File: src/rtl/brc_pkg.sv
package brc_pkg;

    localparam int CLS_W = 12;

    // class word bit positions
    localparam int B_USER    = 0;
    localparam int B_KERNEL  = 1;
    localparam int B_CALL    = 2;
    localparam int B_RET     = 3;
    localparam int B_SYSCALL = 4;
    localparam int B_SYSRET  = 5;
    localparam int B_SWINT   = 6;
    localparam int B_IRET    = 7;
    localparam int B_COND    = 8;
    localparam int B_JUMP    = 9;
    localparam int B_HWIRQ   = 10;
    localparam int B_INDCALL = 11;

    typedef logic [CLS_W-1:0] cls_t;

    typedef struct packed {
        logic vld;
        cls_t cls;
        logic unk;
    } brc_res_t;

    function automatic cls_t cls_bit(input int pos);
        cls_t v;
        v = '0;
        v[pos] = 1'b1;
        return v;
    endfunction

endpackage

File: src/rtl/brc_priv_cmp.sv
module brc_priv_cmp #(
    parameter int                ADDR_W      = 32,
    parameter logic [ADDR_W-1:0] KERNEL_BASE = {1'b1, {(ADDR_W-1){1'b0}}}
) (
    input  logic [ADDR_W-1:0] addr,
    output logic              is_kernel,
    output logic              is_zero
);
    always_comb begin
        is_kernel = (addr >= KERNEL_BASE);
        is_zero   = (addr == '0);
    end
endmodule

File: src/rtl/brc_opcode_dec.sv
module brc_opcode_dec
    import brc_pkg::*;
(
    input  logic [7:0] op0,
    input  logic [7:0] op1,
    input  logic [2:0] modrm_reg,
    output cls_t       raw_cls
);
    cls_t esc_cls;
    cls_t grp_cls;

    // second byte after the 0x0F escape
    always_comb begin
        case (op1) inside
            8'h05, 8'h34:   esc_cls = cls_bit(B_SYSCALL);
            8'h07, 8'h35:   esc_cls = cls_bit(B_SYSRET);
            [8'h80:8'h8F]:  esc_cls = cls_bit(B_COND);
            default:        esc_cls = '0;
        endcase
    end

    // 0xFF group selected by the ModRM reg field
    always_comb begin
        case (modrm_reg)
            3'd2, 3'd3: grp_cls = cls_bit(B_INDCALL);
            3'd4, 3'd5: grp_cls = cls_bit(B_JUMP);
            default:    grp_cls = '0;
        endcase
    end

    always_comb begin
        case (op0) inside
            8'h0F:                       raw_cls = esc_cls;
            [8'h70:8'h7F]:               raw_cls = cls_bit(B_COND);
            [8'hE0:8'hE3]:               raw_cls = cls_bit(B_COND);
            8'hC2, 8'hC3, 8'hCA, 8'hCB:  raw_cls = cls_bit(B_RET);
            8'hCF:                       raw_cls = cls_bit(B_IRET);
            [8'hCC:8'hCE]:               raw_cls = cls_bit(B_SWINT);
            8'hE8, 8'h9A:                raw_cls = cls_bit(B_CALL);
            [8'hE9:8'hEB]:               raw_cls = cls_bit(B_JUMP);
            8'hFF:                       raw_cls = grp_cls;
            default:                     raw_cls = '0;
        endcase
    end
endmodule

File: src/rtl/brc_merge.sv
module brc_merge
    import brc_pkg::*;
(
    input  cls_t raw_cls,
    input  logic src_kernel,
    input  logic dst_kernel,
    input  logic src_zero,
    input  logic dst_zero,
    input  logic bytes_ok,
    output cls_t cls,
    output logic unk
);
    logic ring_entry;
    logic entry_instr;
    cls_t kind;

    always_comb begin
        ring_entry  = !src_kernel && dst_kernel;
        entry_instr = raw_cls[B_SYSCALL] || raw_cls[B_SWINT];

        kind = raw_cls;
        if (ring_entry && !entry_instr)
            kind = cls_bit(B_HWIRQ);
        if (!bytes_ok || src_zero || dst_zero)
            kind = '0;

        cls = kind;
        if (kind != '0) begin
            if (dst_kernel) cls[B_KERNEL] = 1'b1;
            else            cls[B_USER]   = 1'b1;
        end
        unk = (kind == '0);
    end
endmodule

File: src/rtl/brc_top.sv
module brc_top
    import brc_pkg::*;
#(
    parameter int                ADDR_W      = 32,
    parameter logic [ADDR_W-1:0] KERNEL_BASE = {1'b1, {(ADDR_W-1){1'b0}}},
    parameter bit                REGISTERED  = 1'b1
) (
    input  logic              clk,
    input  logic              rst_n,
    input  logic              in_valid,
    input  logic [ADDR_W-1:0] src_addr,
    input  logic [ADDR_W-1:0] dst_addr,
    input  logic [7:0]        op0,
    input  logic [7:0]        op1,
    input  logic [2:0]        modrm_reg,
    input  logic              bytes_ok,
    output logic              out_valid,
    output logic [CLS_W-1:0]  class_word,
    output logic              unknown
);
    logic     src_k, dst_k, src_z, dst_z;
    cls_t     raw_cls, mrg_cls;
    logic     mrg_unk;
    brc_res_t res_d, res_q;

    brc_priv_cmp #(.ADDR_W(ADDR_W), .KERNEL_BASE(KERNEL_BASE)) u_src_cmp (
        .addr(src_addr), .is_kernel(src_k), .is_zero(src_z)
    );

    brc_priv_cmp #(.ADDR_W(ADDR_W), .KERNEL_BASE(KERNEL_BASE)) u_dst_cmp (
        .addr(dst_addr), .is_kernel(dst_k), .is_zero(dst_z)
    );

    brc_opcode_dec u_dec (
        .op0(op0), .op1(op1), .modrm_reg(modrm_reg), .raw_cls(raw_cls)
    );

    brc_merge u_merge (
        .raw_cls(raw_cls), .src_kernel(src_k), .dst_kernel(dst_k),
        .src_zero(src_z), .dst_zero(dst_z), .bytes_ok(bytes_ok),
        .cls(mrg_cls), .unk(mrg_unk)
    );

    always_comb begin
        res_d     = '0;
        res_d.vld = in_valid;
        if (in_valid) begin
            res_d.cls = mrg_cls;
            res_d.unk = mrg_unk;
        end
    end

    generate
        if (REGISTERED) begin : g_reg
            always_ff @(posedge clk or negedge rst_n) begin
                if (!rst_n) res_q <= '0;
                else        res_q <= res_d;
            end
        end else begin : g_comb
            assign res_q = res_d;
        end
    endgenerate

    assign out_valid  = res_q.vld;
    assign class_word = res_q.cls;
    assign unknown    = res_q.unk;
endmodule

File: config.mk
export PLATFORM = sky130hd
export DESIGN_NAME = brc_top
export DESIGN_NICKNAME = d
export VERILOG_FILES = /design/src/rtl/brc_pkg.sv /design/src/rtl/brc_priv_cmp.sv /design/src/rtl/brc_opcode_dec.sv /design/src/rtl/brc_merge.sv /design/src/rtl/brc_top.sv
export SDC_FILE = /design/constraint.sdc
export NUM_CORES = 1
export LEC_CHECK = 0
export ABC_AREA = 1
export CAP_MARGIN = 20
export CORE_MARGIN = 2
export CORE_UTILIZATION = 32
export CTS_BUF_LIST = sky130_fd_sc_hd__clkbuf_2 sky130_fd_sc_hd__clkbuf_4 sky130_fd_sc_hd__clkbuf_8
export DETAILED_ROUTE_END_ITERATION = 7
export PLACE_DENSITY = 0.82
export REMOVE_ABC_BUFFERS = 1
export SYNTH_ARGS = -nofsm -noshare
export SYNTH_HDL_FRONTEND = slang
export SYNTH_SLANG_ARGS = --single-unit
File: constraint.sdc
create_clock -name clk -period 0.8 [get_ports clk]
set_clock_uncertainty 0.1 [all_clocks]
set_input_delay 0.08 -clock clk [delete_from_list [all_inputs] [get_ports clk]]
set_output_delay 0.08 -clock clk [all_outputs]
set_load 0.03 [all_outputs]
== Word level (Yosys, flattened, before mapping) ==
Index checks and enable logic that the tools add are counted.
Storage, ports and cells
  register bits after elaboration: 14
  input bits: 87
  output and inout port bits: 14
  word-level logic and storage cells: 74
Operators by class
  order comparisons: 12
  equality and inequality tests: 17
  muxes and demuxes: 19
  reductions and logical operators: 23
Operators with widths (count)
  $mux 12: 11
  $eq 8x8->1 const B: 8
  $ge 32x32->1 const B: 2
  $logic_not 32->1: 2
  $ge 8x8->1 const B: 4
  $le 8x8->1 const B: 4
  $mux 9: 3
  $pmux 12 s2: 1
  $eq 8x3->1 const B: 2
  $eq 8x6->1 const B: 2
  $mux 13: 1
  $logic_not 12->1: 1
  $reduce_bool 12->1: 1
  $reduce_or 2->1: 5
  $eq 8x4->1 const B: 1
  $ge 8x7->1 const B: 1
  $le 8x7->1 const B: 1
  $logic_and 1x1->1: 7
  $eq 3x2->1 const B: 2
  $eq 3x3->1 const B: 2
  $reduce_or 4->1: 1
  $logic_not 1->1: 3
  $logic_or 1x1->1: 3
  $mux 1: 2
  $mux 2: 1

== Depth between registers and ports, before layout ==
Gate-level depths: netlist of run 1.
  word-level depth: 20
  gate-level depth with buffers: 14

== Cells and area by module ==
From an unflattened synthesis of run 1, not the netlist that was laid out.
Second synthesis, totals
  cell total of the unflattened synthesis: 238
  area total of the unflattened synthesis: 1345.0 um^2
Modules (own cells, without submodules)
  brc_top: times used 1, cells an instance 41, area an instance 459.2 um^2, seq. area each 350.3 um^2
  brc_opcode_dec: times used 1, cells an instance 80, area an instance 377.9 um^2, seq. area each 0.0 um^2
  brc_merge: times used 1, cells an instance 53, area an instance 257.7 um^2, seq. area each 0.0 um^2
  brc_priv_cmp: times used 2, cells an instance 32, area an instance 125.1 um^2, seq. area each 0.0 um^2

== Least setup slack after synthesis of run 1 ==
OpenSTA, ideal clock, no wires.
  path type: input-to-reg
  start point: in op0[4]
  end point: reg res_q (netlist bit unknown)
  setup time: 0.132 ns
  data arrival time: 0.965 ns
  path slack: -0.397 ns
  cell stages on the path: 12
  cell sequence: nor2_2 > nand2_2 > nor2_4 > nand2_4 > nand3_4 > nand2_2 > inv_2 > nand2_2 > nand3_2 > nor2_2 > nand2_1 > nor2_1
RTL lines
  start, declared: line brc_top.sv:13  | input logic [7:0] op0,
  end signal, assigned: line brc_top.sv:57  | else res_q <= res_d;
  end, declared: line brc_top.sv:24  | brc_res_t res_d, res_q;

==> flow_summary.toml, run 1 <==
[status]
run_status = "complete, but fails checks"
violations = "hold timing, setup timing"

[drt]
finalWirelength_um = 6185
vias_per_cell = 4.958
drt_pass1_iterations = 4
drtAntennaViolNets = 0
drc = 0
wl_per_cell_um = 16.11
via_count = 1904
initialDrtViolationCount = 150

[synth]
synthMuxAreaShare_pct = 0
syn_inst = 192
ys_warn_count = 0
synthSimpleGateAreaFrac_pct = 55.54
synth_compound_area_share_pct = 5.217
synthXorXnorAreaFrac_pct = 0
syn_area_um2 = 1151
yosysSeqAreaShare_pct = 30.43
synth_top_family_by_area = "simple AND/OR/NAND/NOR gates"
synth_cell_types = 21
synth_seq_cells = 14
synthAdderAreaFrac_pct = 0
syn_avg_cell_area_um2 = 5.995

[placed_design]
preCtsSetupSlack_ns = -1.056
portBuffers = 99
gp_congestion = 0.8409
dp_cells = 367
hpwl_um = 3163

[power_and_ir_drop]
ir_drop_uv = 435.3
power.density_nw_per_um2 = 783.8
p_leak_nw = 1.364
p_total_w = 0.002129

[worst_hold_path]
hold_class = "in2reg"

[final_layout]
area_delta_synth_final_pct = 136.0
nFillCells = 198
final_cells = 384
drive_above_1_share_pct = 67.75
diodes = 0
nets = 426
layout_commonest_cell = "buf_6"
layout_common_cells = "52 x buf_6, 44 x buf_2, 35 x nor2_1, 34 x buf_4, 24 x nand2_1"
final_util_pct = 80.14

[timing]
slew_headroom_pct = 67.22
rsz0062_at_grt = "true"
finalHoldViolCount = 1
finalSetupViolations = 27
hold_ws_ns = -0.003073
tightest_slew_ns = 0.4912
finalCriticalPeriod_ns = 1.340
fin_ws_ns = -0.5401
finalCritPeriodShare_pct = 167.5
max_freq_ghz = 0.7462
drv_slew = 0

[worst_setup_path]
cp_top_family = "simple AND/OR/NAND/NOR gates"
path_class = "in2reg"
crit_path_cell_trace = "buf_2 > nor2_1 > nand2_1 > nor2_1 > nand2_2 > o21ai_4 > nor2_4 > nand3_2 > nand2_2 > nor2_4 > nand2_2 > nor2_2"
crit_top_cell = "nand2_2"
crit_path_start_kind = "primary input"
slowest_stage = "nor2_4"
critPathMaxFanout = 4
crit_arrival_ns = 1.45
slowest_delay_ns = 0.18
worst_ep_required_time_ns = 0.91
worst-path-buf-inv = 1
critPathCaptureType = "flop"

[global_route]
grt_pass1_vias = 1971
grt_pass1_wl_um = 8700
antenna_found_initial = 0
grt_usage_pct = 26.76
gr-total-overflow = 0
grt_start_max_net_pins = 15

[clock_tree]
cts_inserted_buffers = 3
h-tree-depth = 1
cts_root_buf = "clkbuf_4"
ctsLongestPathBuffers = 2
cts_tree = "yes"
path_clk_slew_ns = 0.08
clock-sinks = 14

[die]
start_util_pct = 33.96
core-area_um2 = 3390
die_y_um = 63.98
rows = 21
boundaryPins = 101
die_area_um2 = 4093
die_x_um = 63.98

[job]
drv_cap = 0
state kept, by name, indices dropped and copies added, names as in the netlist:
name / flops
out_valid: 1
unknown: 1
class_word: 12
cell usage after synthesis:
cell | n | area [um2]
a31oi_1 | 1 | 6.260
clkbuf_1 | 1 | 3.750
nand4_1 | 6 | 37.54
nand3_1 | 4 | 20.02
nor2_2 | 4 | 25.02
a21oi_2 | 1 | 8.760
dfrtp_1 | 14 | 350.3
a21oi_1 | 2 | 10.01
nand2_2 | 6 | 37.54
o21ai_0 | 4 | 20.02
or2_2 | 1 | 6.260
nand2_4 | 2 | 22.52
nand2_1 | 39 | 146.4
nand3_2 | 2 | 20.02
inv_2 | 4 | 15.01
nand3_4 | 1 | 17.52
nor3_1 | 8 | 40.04
nor2_4 | 2 | 22.52
nor2_1 | 65 | 244.0
inv_1 | 22 | 82.58
o21ai_1 | 3 | 15.01
repair_timing:
action	4_1_cts	5_1_grt
hold endpoints to repair	1	1
gates resized for setup	346	66
setup endpoints to repair	27	27
setup buffers	18	3
pin swaps	99	49
report_power, final:
group / leakage (nW) / switching, W / internal (W) / total (W)
Clock: 0.0210 / 0.000227 / 0.000277 / 0.000504
Combinational: 1.15 / 0.000403 / 0.000496 / 0.000899
Sequential: 0.191 / 0.00000747 / 0.000718 / 0.000726
Total: 1.36 / 0.000638 / 0.00149 / 0.00213
logic make-up after synthesis:
family	after synthesis
AOI/OAI and AO/OA	11
buffers and inverters	27
DFF	14
and+or+nand+nor	140
path summary, 6_finish.rpt:
| check | start | depth (start not counted) | endpoint |
|---|---|---|---|
| setup / recovery | src_addr[27] | 12 | unknown |
| min in group asynchronous | rst_n | 2 | out_valid |
| hold / removal | dst_addr[31] | 3 | class_word[1] |
| max in group asynchronous | rst_n | 2 | class_word[11] |
layer usage:
layer  GRT usage, %  share of wire (%)  up-vias  wire, um
met2          53.13                 54      106      3362
met3          2.289                5.3       34       329
li1               -                  -      884         -
met4          11.96                5.9        0       367
met5              0                  0        -         0
met1          27.89                 34      880      2125
final cells by class:
cell class	count	area [um2]	area share (%)
Clock buffer	4	36.28	1.336
Multi-Input combinational cell	151	977.2	35.97
Sequential cell	14	350.3	12.90
Tap cell	46	57.56	2.119
Inverter	26	97.59	3.593
Timing Repair Buffer	143	1197	44.08
metrics by stage:
| stage | instance area, um2 | TNS, ns | hold WS [ns] |
|---|---|---|---|
| floorplan | 1147 | -2.982 | -0.3156 |
| CTS | 2530 | -5.739 | -0.03839 |
| finish | 2716 | -7.894 | -0.003073 |
| detailed placement | 2406 | -12.33 | 0.3214 |
| global route | 2716 | -8.975 | -0.02785 |
| global placement | 2406 | -11.77 | 0.3184 |
No activity file was read; power rests on OpenSTA's default activity.
==> inputs of run 2 (changes only) <==
==> constraint.sdc (replaced) <==
create_clock -name clk -period 1.5 [get_ports clk]
set_clock_uncertainty 0.1 [all_clocks]
set_input_delay 0.15 -clock clk [delete_from_list [all_inputs] [get_ports clk]]
set_output_delay 0.15 -clock clk [all_outputs]
set_load 0.03 [all_outputs]
==> run 2 against run 1 <==
Against the previous run:
- the flow now finishes without violations
- first-iteration DRC count down 59%
- clock power down 46%
- power is 50% lower
- sequential share of layout area up 0.15 points
- non-clock buffer count is 10 lower
- sequential power decreased by 47%
- combinational power decreased by 56%
- final cell count shrank 2.6%
- critical path type unchanged
==> flow_summary.toml, run 2 (synthesis results as in run 1) <==
[global_route]
grt_pass1_wl_um = 6837
grt_usage_pct = 20.88
antenna_found_initial = 0
gr-total-overflow = 0
grt_pass1_vias = 1629
grt_start_max_net_pins = 15

[final_layout]
nFillCells = 233
layout_common_cells = "50 x nor2_1, 48 x dlymetal6s2s_1, 43 x dlygate4sd2_1, 34 x buf_4, 30 x nand2_1"
diodes = 0
finish.instance_area_um2 = 2685
area_delta_synth_final_pct = 133.3
drive_above_1_share_pct = 28.35
layout_commonest_cell = "nor2_1"
nets = 416
largest_reg_flops = 12

[timing]
hold_ws_ns = 0.05569
finalCriticalPeriod_ns = 1.419
slew_headroom_pct = 76.35
finalHoldViolCount = 0
max_freq_ghz = 0.7045
finalSetupViolations = 0
drv_slew = 0
finalCritPeriodShare_pct = 94.63
tightest_slew_ns = 0.3544

[clock_tree]
h-tree-depth = 1
path_clk_slew_ns = 0.09
ctsLongestPathBuffers = 2
clock-sinks = 14
cts_inserted_buffers = 3
cts_root_buf = "clkbuf_4"
postCtsHoldBufs = 0
cts_tree = "yes"

[placed_design]
gp_congestion = 0.8326
portBuffers = 99
hpwl_um = 3188
dpl-instance-area_um2 = 2414

[drt]
via_count = 1714
finalWirelength_um = 4887
drtAntennaViolNets = 0
initialDrtViolationCount = 61
drt_pass1_iterations = 4
vias_per_cell = 4.583
drc = 0
wl_per_cell_um = 13.07

[power_and_ir_drop]
power.density_nw_per_um2 = 394.2
switching_power_w = 0.0002999
seqPwrFrac_pct = 36.3
p_int_w = 0.0007587
ir_drop_uv = 188.9
p_clk_share_pct = 25.9
p_leak_nw = 1.699
p_sw_share_pct = 28.33
combPwrFrac_pct = 37.8

[worst_setup_path]
crit_path_start_kind = "primary input"
worst-path-buf-inv = 1
path_class = "in2reg"
critPathCaptureType = "flop"
critPathMaxFanout = 8
worst_ep_required_time_ns = 1.57
crit_path_cell_trace = "dlygate4sd2_1 > nor2_2 > nand2_2 > nor2_4 > nand2_4 > nand3_4 > nand4_1 > nand3_2 > nor2_4 > nand2_1 > nor2_1"
cp_top_family = "simple AND/OR/NAND/NOR gates"
crit_top_cell = "nor2_4"
slowest_delay_ns = 0.28
crit_arrival_ns = 1.49
slowest_stage = "dlygate4sd2_1"

[die]
start_util_pct = 33.96
die_x_um = 63.98
core-area_um2 = 3390
boundaryPins = 101
rows = 21
die_y_um = 63.98
die_area_um2 = 4093

[status]
run_status = "finished clean"

[worst_hold_path]
hold_class = "in2async"

[job]
drv_cap = 0
[run 2: cell count changes in the layout (fill, tap and decap cells not counted), moves of 10 or more]
cell,before,now
dlymetal6s2s_1,0,48
dlygate4sd2_1,3,43
nor2_4,16,6
buf_2,44,0
buf_6,52,0
nor2_1,35,50
[run 2: power groups by stage]
stage / sequential, W / clock (W) / combinational [W]
after floorplan: 0.000405 / 0 / 0.0000896
after global placement: 0.000392 / 0 / 0.000403
after detailed placement: 0.000392 / 0 / 0.000410
after CTS: 0.000384 / 0.000263 / 0.000391
after global routing: 0.000385 / 0.000306 / 0.000435
final: 0.000384 / 0.000274 / 0.000400
[run 2: path summary, 6_finish.rpt]
check	start	to	cells after the start
max in group asynchronous	rst_n	class_word[11]	2
min in group clk	dst_addr[31]	class_word[1]	3
worst min-delay path	rst_n	out_valid	2
worst max-delay path	op0[7]	unknown	11
[run 2: what timing repair did]
item,in CTS,in global routing
pin swaps,48,64
buffers inserted,5,0
setup endpoints to repair,22,12
resized for setup,66,70
[run 2: through the flow]
stage          utilization [%]  TNS (ns)  power [W]  std cells  worst slack, ns
2_1_floorplan                -         0  0.0004947        191           0.2367
3_3_place_gp             71.21    -3.326  0.0007948        365          -0.3652
3_5_place_dp             71.21    -3.693  0.0008017        365          -0.4239
4_1_cts                  73.57         0   0.001038        374        0.0007861
5_1_grt                  79.22  -0.06302   0.001126        374         -0.03814
6_report                 79.22         0   0.001059        374          0.08060
[run 2: area by class of cell]
class                   instances  area, um2  area share [%]
repair buffers                133       1313           48.88
multi-input cells             151      830.8           30.94
flip-flops and latches         14      350.3           13.05
inverters                      26      97.59           3.635
well taps                      46      57.56           2.144
clock buffers                   4      36.28           1.351
[run 2: per-layer routing]
metal	wire length [um]	track usage [%]	vias up
li1	-	-	863
met1	1722	22.08	765
met2	2766	41.28	68
met3	196	2.289	18
met4	201	8.152	0
met5	0	0	-
